==> config.mk <==
export PLATFORM = sky130hd
export DESIGN_NAME = lcd_init_seq
export DESIGN_NICKNAME = d
export VERILOG_FILES = /design/src/rtl/lcd_seq_pkg.sv /design/src/rtl/lcd_init_rom.sv /design/src/rtl/lcd_char_latch.sv /design/src/rtl/lcd_phase_ctrl.sv /design/src/rtl/lcd_init_seq.sv
export SDC_FILE = /design/constraint.sdc
export NUM_CORES = 1
export LEC_CHECK = 0
export BUFFER_PORTS_ARGS = -buffer_cell sky130_fd_sc_hd__buf_2
export CAP_MARGIN = 40
export CORE_UTILIZATION = 46
export DETAILED_ROUTE_END_ITERATION = 6
export GPL_ROUTABILITY_DRIVEN = 0
export HOLD_SLACK_MARGIN = 0.15
export PLACE_DENSITY = 0.72
export SKIP_CTS_REPAIR_TIMING = 1
export SYNTH_ARGS = -nofsm -noshare
export SYNTH_HDL_FRONTEND = slang
export SYNTH_SLANG_ARGS = --single-unit
==> constraint.sdc <==
create_clock -name clk -period 1.35 [get_ports clk]
set_input_delay 0.135 -clock clk [delete_from_list [all_inputs] [get_ports clk]]
set_output_delay 0.135 -clock clk [all_outputs]
set_load 0.01 [all_outputs]
==> src/rtl/lcd_seq_pkg.sv <==
// Package: shared types and the start-up command list for the sequencer.
// Assumes: the list length is fixed by the display's start-up procedure.
package lcd_seq_pkg;
    localparam int BYTE_W   = 8;
    localparam int INIT_LEN = 4;
    localparam int IDX_W    = $clog2(INIT_LEN);

    typedef enum logic [1:0] {
        PH_INIT = 2'd0,   // issuing start-up commands
        PH_HOLD = 2'd1,   // character mode, waiting for a strobe
        PH_SEND = 2'd2    // character mode, character pending
    } phase_t;

    // Returns the start-up command for a given position in the list.
    function automatic logic [BYTE_W-1:0] init_byte(input logic [IDX_W-1:0] idx);
        case (idx)
            2'd0:    init_byte = 8'h01;  // clear screen
            2'd1:    init_byte = 8'h33;  // interface and font setup
            2'd2:    init_byte = 8'h0C;  // display on, cursor off
            default: init_byte = 8'h06;  // cursor advance mode
        endcase
    endfunction
endpackage

==> src/rtl/lcd_init_rom.sv <==
// Module: start-up command lookup.
// Maps the command index to its byte. Purely combinational; the index comes
// from the phase controller and is only meaningful during the command phase.
module lcd_init_rom
    import lcd_seq_pkg::*;
(
    input  logic [IDX_W-1:0]  idx,
    output logic [BYTE_W-1:0] cmd
);
    // Look up the command byte for the current step.
    always_comb begin
        cmd = init_byte(idx);
    end
endmodule

==> src/rtl/lcd_char_latch.sv <==
// Module: character capture register.
// Loads the input byte when told to by the controller and otherwise holds it.
// Assumes the load request is already qualified (only when holding for a key).
module lcd_char_latch
    import lcd_seq_pkg::*;
(
    input  logic              clk,
    input  logic              rst_n,
    input  logic              load,
    input  logic [BYTE_W-1:0] din,
    output logic [BYTE_W-1:0] q
);
    // Capture register; cleared by reset.
    always_ff @(posedge clk) begin
        if (!rst_n)    q <= '0;
        else if (load) q <= din;
    end

    // the byte only changes on a qualified load.
    a_r6_char_stable: assert property (@(posedge clk) disable iff (!rst_n)
        !load |=> $stable(q));
endmodule

==> src/rtl/lcd_phase_ctrl.sv <==
// Module: phase and step controller.
// Counts start-up commands on done pulses, then alternates between holding
// for a strobe and waiting for the pending character to complete.
// Assumes wr_stb and xfer_done are single-cycle pulses in the clk domain.
module lcd_phase_ctrl
    import lcd_seq_pkg::*;
(
    input  logic             clk,
    input  logic             rst_n,
    input  logic             wr_stb,
    input  logic             xfer_done,
    output phase_t           phase,
    output logic [IDX_W-1:0] idx,
    output logic             load
);
    localparam logic [IDX_W-1:0] LAST_IDX = IDX_W'(INIT_LEN - 1);

    phase_t phase_nx;
    logic [IDX_W-1:0] idx_nx;

    // Capture only while holding for a key.
    assign load = (phase == PH_HOLD) && wr_stb;

    // Next-state logic for phase and command index.
    always_comb begin
        phase_nx = phase;
        idx_nx   = idx;
        case (phase)
            PH_INIT: if (xfer_done) begin
                if (idx == LAST_IDX) phase_nx = PH_HOLD;
                else                 idx_nx   = idx + 1'b1;
            end
            PH_HOLD: if (wr_stb)    phase_nx = PH_SEND;
            PH_SEND: if (xfer_done) phase_nx = PH_HOLD;
            default:                phase_nx = PH_INIT;
        endcase
    end

    // State registers with synchronous active-low reset.
    always_ff @(posedge clk) begin
        if (!rst_n) begin
            phase <= PH_INIT;
            idx   <= '0;
        end else begin
            phase <= phase_nx;
            idx   <= idx_nx;
        end
    end

    // no done pulse, no advance during start-up.
    a_r3_idx_hold: assert property (@(posedge clk) disable iff (!rst_n)
        (phase == PH_INIT && !xfer_done) |=> ($stable(idx) && phase == PH_INIT));
    // last command done enters character hold.
    a_r4_enter_hold: assert property (@(posedge clk) disable iff (!rst_n)
        (phase == PH_INIT && idx == LAST_IDX && xfer_done) |=> phase == PH_HOLD);
    // completion of a pending character returns to hold.
    a_r7_back_to_hold: assert property (@(posedge clk) disable iff (!rst_n)
        (phase == PH_SEND && xfer_done) |=> phase == PH_HOLD);
    // done while holding does not release.
    a_r9_hold_ignores_done: assert property (@(posedge clk) disable iff (!rst_n)
        (phase == PH_HOLD && !wr_stb) |=> phase == PH_HOLD);
endmodule

==> src/rtl/lcd_init_seq.sv <==
// Module: top of the start-up and character sequencer.
// Drives rs, the byte and the go/hold flag for a separate bus engine.
// Assumes the engine pulses xfer_done once per finished poll-and-write cycle
// and stalls in its write setup while go is low.
module lcd_init_seq
    import lcd_seq_pkg::*;
(
    input  logic              clk,
    input  logic              rst_n,
    input  logic              wr_stb,
    input  logic [BYTE_W-1:0] char_in,
    input  logic              xfer_done,
    output logic              rs,
    output logic [BYTE_W-1:0] data_out,
    output logic              go
);
    phase_t            phase;
    logic [IDX_W-1:0]  idx;
    logic              load;
    logic [BYTE_W-1:0] cmd_byte;
    logic [BYTE_W-1:0] char_byte;

    lcd_phase_ctrl i_ctrl (
        .clk(clk), .rst_n(rst_n), .wr_stb(wr_stb), .xfer_done(xfer_done),
        .phase(phase), .idx(idx), .load(load)
    );

    lcd_init_rom i_rom (.idx(idx), .cmd(cmd_byte));

    lcd_char_latch i_latch (
        .clk(clk), .rst_n(rst_n), .load(load), .din(char_in), .q(char_byte)
    );

    // Output selection: commands during start-up, captured byte afterwards.
    always_comb begin
        rs       = (phase != PH_INIT);
        go       = (phase != PH_HOLD);
        data_out = rs ? char_byte : cmd_byte;
    end

    // after reset the clear command is presented.
    a_r1_reset_state: assert property (@(posedge clk)
        !rst_n |=> (rs == 1'b0 && data_out == 8'h01 && go == 1'b1));
    // holding only ever happens in character mode.
    a_r4_hold_is_char: assert property (@(posedge clk) disable iff (!rst_n)
        !go |-> rs);
    // a strobe while holding releases the engine next cycle.
    a_r5_strobe_release: assert property (@(posedge clk) disable iff (!rst_n)
        (!go && wr_stb) |=> (go && rs));
    // a pending character's byte stays put until done.
    a_r6_pending_stable: assert property (@(posedge clk) disable iff (!rst_n)
        (go && rs && !xfer_done) |=> ($stable(data_out) && go));
endmodule

==> flow_summary.toml <==
[logic_synthesis]
synth_common_cells = "sky130_fd_sc_hd__nand2_1, sky130_fd_sc_hd__dfxtp_1, sky130_fd_sc_hd__nand3_1"
syn_area_sq_um = 628.1
net_count_synth = 96
synth.avg_cell_area_sq_um = 7.851
library_cell_with_the_highest_instance_count_after_synthesis = "sky130_fd_sc_hd__nand2_1"
synth.ff_latch_count = 12
synthFlopType = "sky130_fd_sc_hd__dfxtp_1"
yosys_warnings = 0
number_of_enable_flip_flop_cells_after_synthesis = 0
synth_largest_type_area_fraction_pct = 38.25
synth.lib_cells_used.distinct = 20
dominant_cells_by_area_after_synthesis = "sky130_fd_sc_hd__dfxtp_1, sky130_fd_sc_hd__nand2_1, sky130_fd_sc_hd__ha_1"
syn_inst = 80
synth_sequential_area_ratio_pct = 38.25
async_set_or_reset_flop_fraction_in_the_synthesized_netlist_pct = 0
synthDominantAreaCellType = "sky130_fd_sc_hd__dfxtp_1"

[global_routing]
globalRouteOverflowTotal = 0
grt_max_degree = 22
grt_antenna_before_repair = 0
grt_util_all_layers_pct = 19.01
number_of_global_route_vias_before_repair = 455
grt_first_pass_wirelength_mm = 1.945

[place]
hpwl_um = 905
io_buffers = 21
dp_slack_ps = 112.9
post_dp_cell_area_sq_um = 743.2

[sta]
unrepaired_setup_endpoints_after_global_routing = "true"
timing.final.max_slew_violations = 0
final_period_minus_worst_setup_slack_ps = 1498
relSlewSlack_pct = 76.71
tns_ps = -220.9
final_hold_vios = 0
setup-violations-final = 4
fin_crit_sh_pct = 110.9
timing_worst_slew_pin_value_ps = 349.4
hold_slack_ps = 198.2
timing.fmax_mhz = 667.8
timing.final.ws_setup_ps = -147.6
worst_clock_skew_ps = 0.8888

[hold_path]
hold_path.startpoint = "xfer_done"
worstHoldEndpoint = "i_ctrl.phase[1]"
hold_path_depth = 3
timing.hold.worst.class = "primary input to register"

[clocking]
cts_max_level = 1
clockBufferDepth = 2
clock_tree.root_cell = "sky130_fd_sc_hd__clkbuf_4"
numCtsBuffers = 3
worstSkewPairLatency_ps = 270
clkTransAtPathRegs_ps = 80
clock_tree_from_tritoncts = "built"
cts_sinks = 12

[detailed_routing]
wire_per_inst_um = 13.04
drcViolationCount = 0
wirelength_mm = 1.656
via_count = 642
drt-pass1-iter-count = 4
drt_first_iter_violations = 21
route.detailed.vias_per_inst = 5.055
ant_nets = 0

[power]
power.clock.fraction_pct = 33.6
switch_pwr_mw = 0.2424
combinationalPowerShare_pct = 22.7
worst_case_vdd_ir_drop_mv = 0.7951
intPower_mw = 0.6279
power_switching_share_pct = 27.86
power_leakage_nw = 0.4173
seq_power_share_pct = 43.7
fin_total_pwr_mw = 0.8703
pwr_density_cell_nw_per_um2 = 934.9

[critical_path]
cp_top_family = "flip-flops"
cp_data_required_time_ps = 1220
worst-r2r-setup-slack_ps = 150
crit_path_max_fanout = 4
timing.critical_path.slowest_cell_delay_ps = 380
critPathLaunchType = "register"
rr_worst_depth = 4
crit_path_end_kind = "output pin"
critical_path.reg2reg.startpoint = "i_ctrl.idx[0]"
critical_path.slowest_cell = "sky130_fd_sc_hd__dfxtp_4"
timing.critical_path.cells = "inv_4 > ha_4 > nor2_2 > o31ai_1 > buf_2"
arr_time_crit_path_ps = 1360
critPathBufInv = 2
crit-reg2reg-capture = "i_ctrl.idx[0]"
worstSetupPathType = "register to output pin"

[die]
die-height_um = 38.95
total_die_area_sq_um = 1517
core_area_sq_um = 1186
rows = 12
num_io_pins = 22
start_util_pct = 52.95
die_w_um = 38.95

[finish]
antennaDiodeCount = 0
fin_area_sq_um = 930.9
flow.area_growth_from_synthesis_pct = 48.21
net_total_in_the_final_layout = 130
post_route_cells_drive_above_1_share_pct = 38.94
final.fill_count = 85

[run]
maxcap_viol_count = 0

[outcome]
run_status = "finished with violations"
violations = "setup timing"
==> flip-flops by register name, summed over array words and instances (netlist names) <==
register,count
i_latch.q,8
i_ctrl.idx,2
i_ctrl.phase,2
==> cells by family after synthesis <==
| family | Yosys count | share of synthesized area, % |
|---|---|---|
| and+or+nand+nor | 41 | 32.87 |
| AOI/OAI and AO/OA | 15 | 12.95 |
| DFF | 12 | 38.25 |
| buffers and inverters | 7 | 6.574 |
| adders and majority gates | 4 | 7.968 |
| xor gates and xnor gates | 1 | 1.395 |
==> worst reg2reg max path: stages, from the launching register on <==
cell                      delay (ps)
sky130_fd_sc_hd__dfxtp_4         380
sky130_fd_sc_hd__ha_4            190
sky130_fd_sc_hd__nor4b_4         270
sky130_fd_sc_hd__xnor2_1         100
sky130_fd_sc_hd__and2_1          160
==> per-layer routing <==
layer  GRT usage (%)  routed length, um  vias up
li1                -                  -      332
met1           23.40                687      285
met2           30.83                895       25
met3           6.936                 73        0
met4           5.172                  0        0
met5               0                  0        -
==> through the flow <==
stage                     cells  util (%)
after floorplan              80         -
after global placement      114     62.66
after detailed placement    114     62.66
after CTS                   118     65.72
after global routing        127     78.48
final                       127     78.48
==> worst max path at each step <==
stage / start / endpoint / slack [ps] / cells past startpoint
2_1_floorplan: i_ctrl.phase[0] / data_out[0] / 120 / 3
3_3_place_gp: i_ctrl.idx[0] / i_ctrl.idx[0] / 160 / 4
3_5_place_dp: i_ctrl.idx[1] / i_ctrl.idx[0] / 110 / 4
4_1_cts: i_ctrl.idx[0] / data_out[2] / -140 / 5
5_1_grt: i_ctrl.phase[0] / data_out[0] / -150 / 4
6_report: i_ctrl.idx[1] / data_out[0] / -150 / 5
==> cell usage in the layout, fill, tap and decap left out, drive strengths merged <==
cell         instances
buf                 25
nand2               22
o21ai               12
dfxtp               12
nand3                9
dlygate4sd3          8
and2                 4
ha                   4
clkbuf               4
inv                  3
nor2                 2
o31ai                1
nand2b               1
nor4b                1
and3b                1
nor3b                1
o21a                 1
xnor2                1
o22ai                1
==> power groups by stage <==
stage,logic [mW],registers (mW),clock network [mW]
final,0.197,0.381,0.292
after global routing,0.214,0.382,0.312
after CTS,0.138,0.370,0.301
after detailed placement,0.137,0.379,0
after global placement,0.134,0.378,0
after floorplan,0.0827,0.377,0
==> final cells by class <==
class / count / area (sq um) / share of cell area (%)
flip-flops and latches: 12 / 250.2 / 26.88
well taps: 14 / 17.52 / 1.882
clock buffers: 4 / 36.28 / 3.898
inverters: 3 / 16.27 / 1.747
multi-input cells: 61 / 395.4 / 42.47
repair buffers: 33 / 215.2 / 23.12
Power figures use the tool's default switching activity.
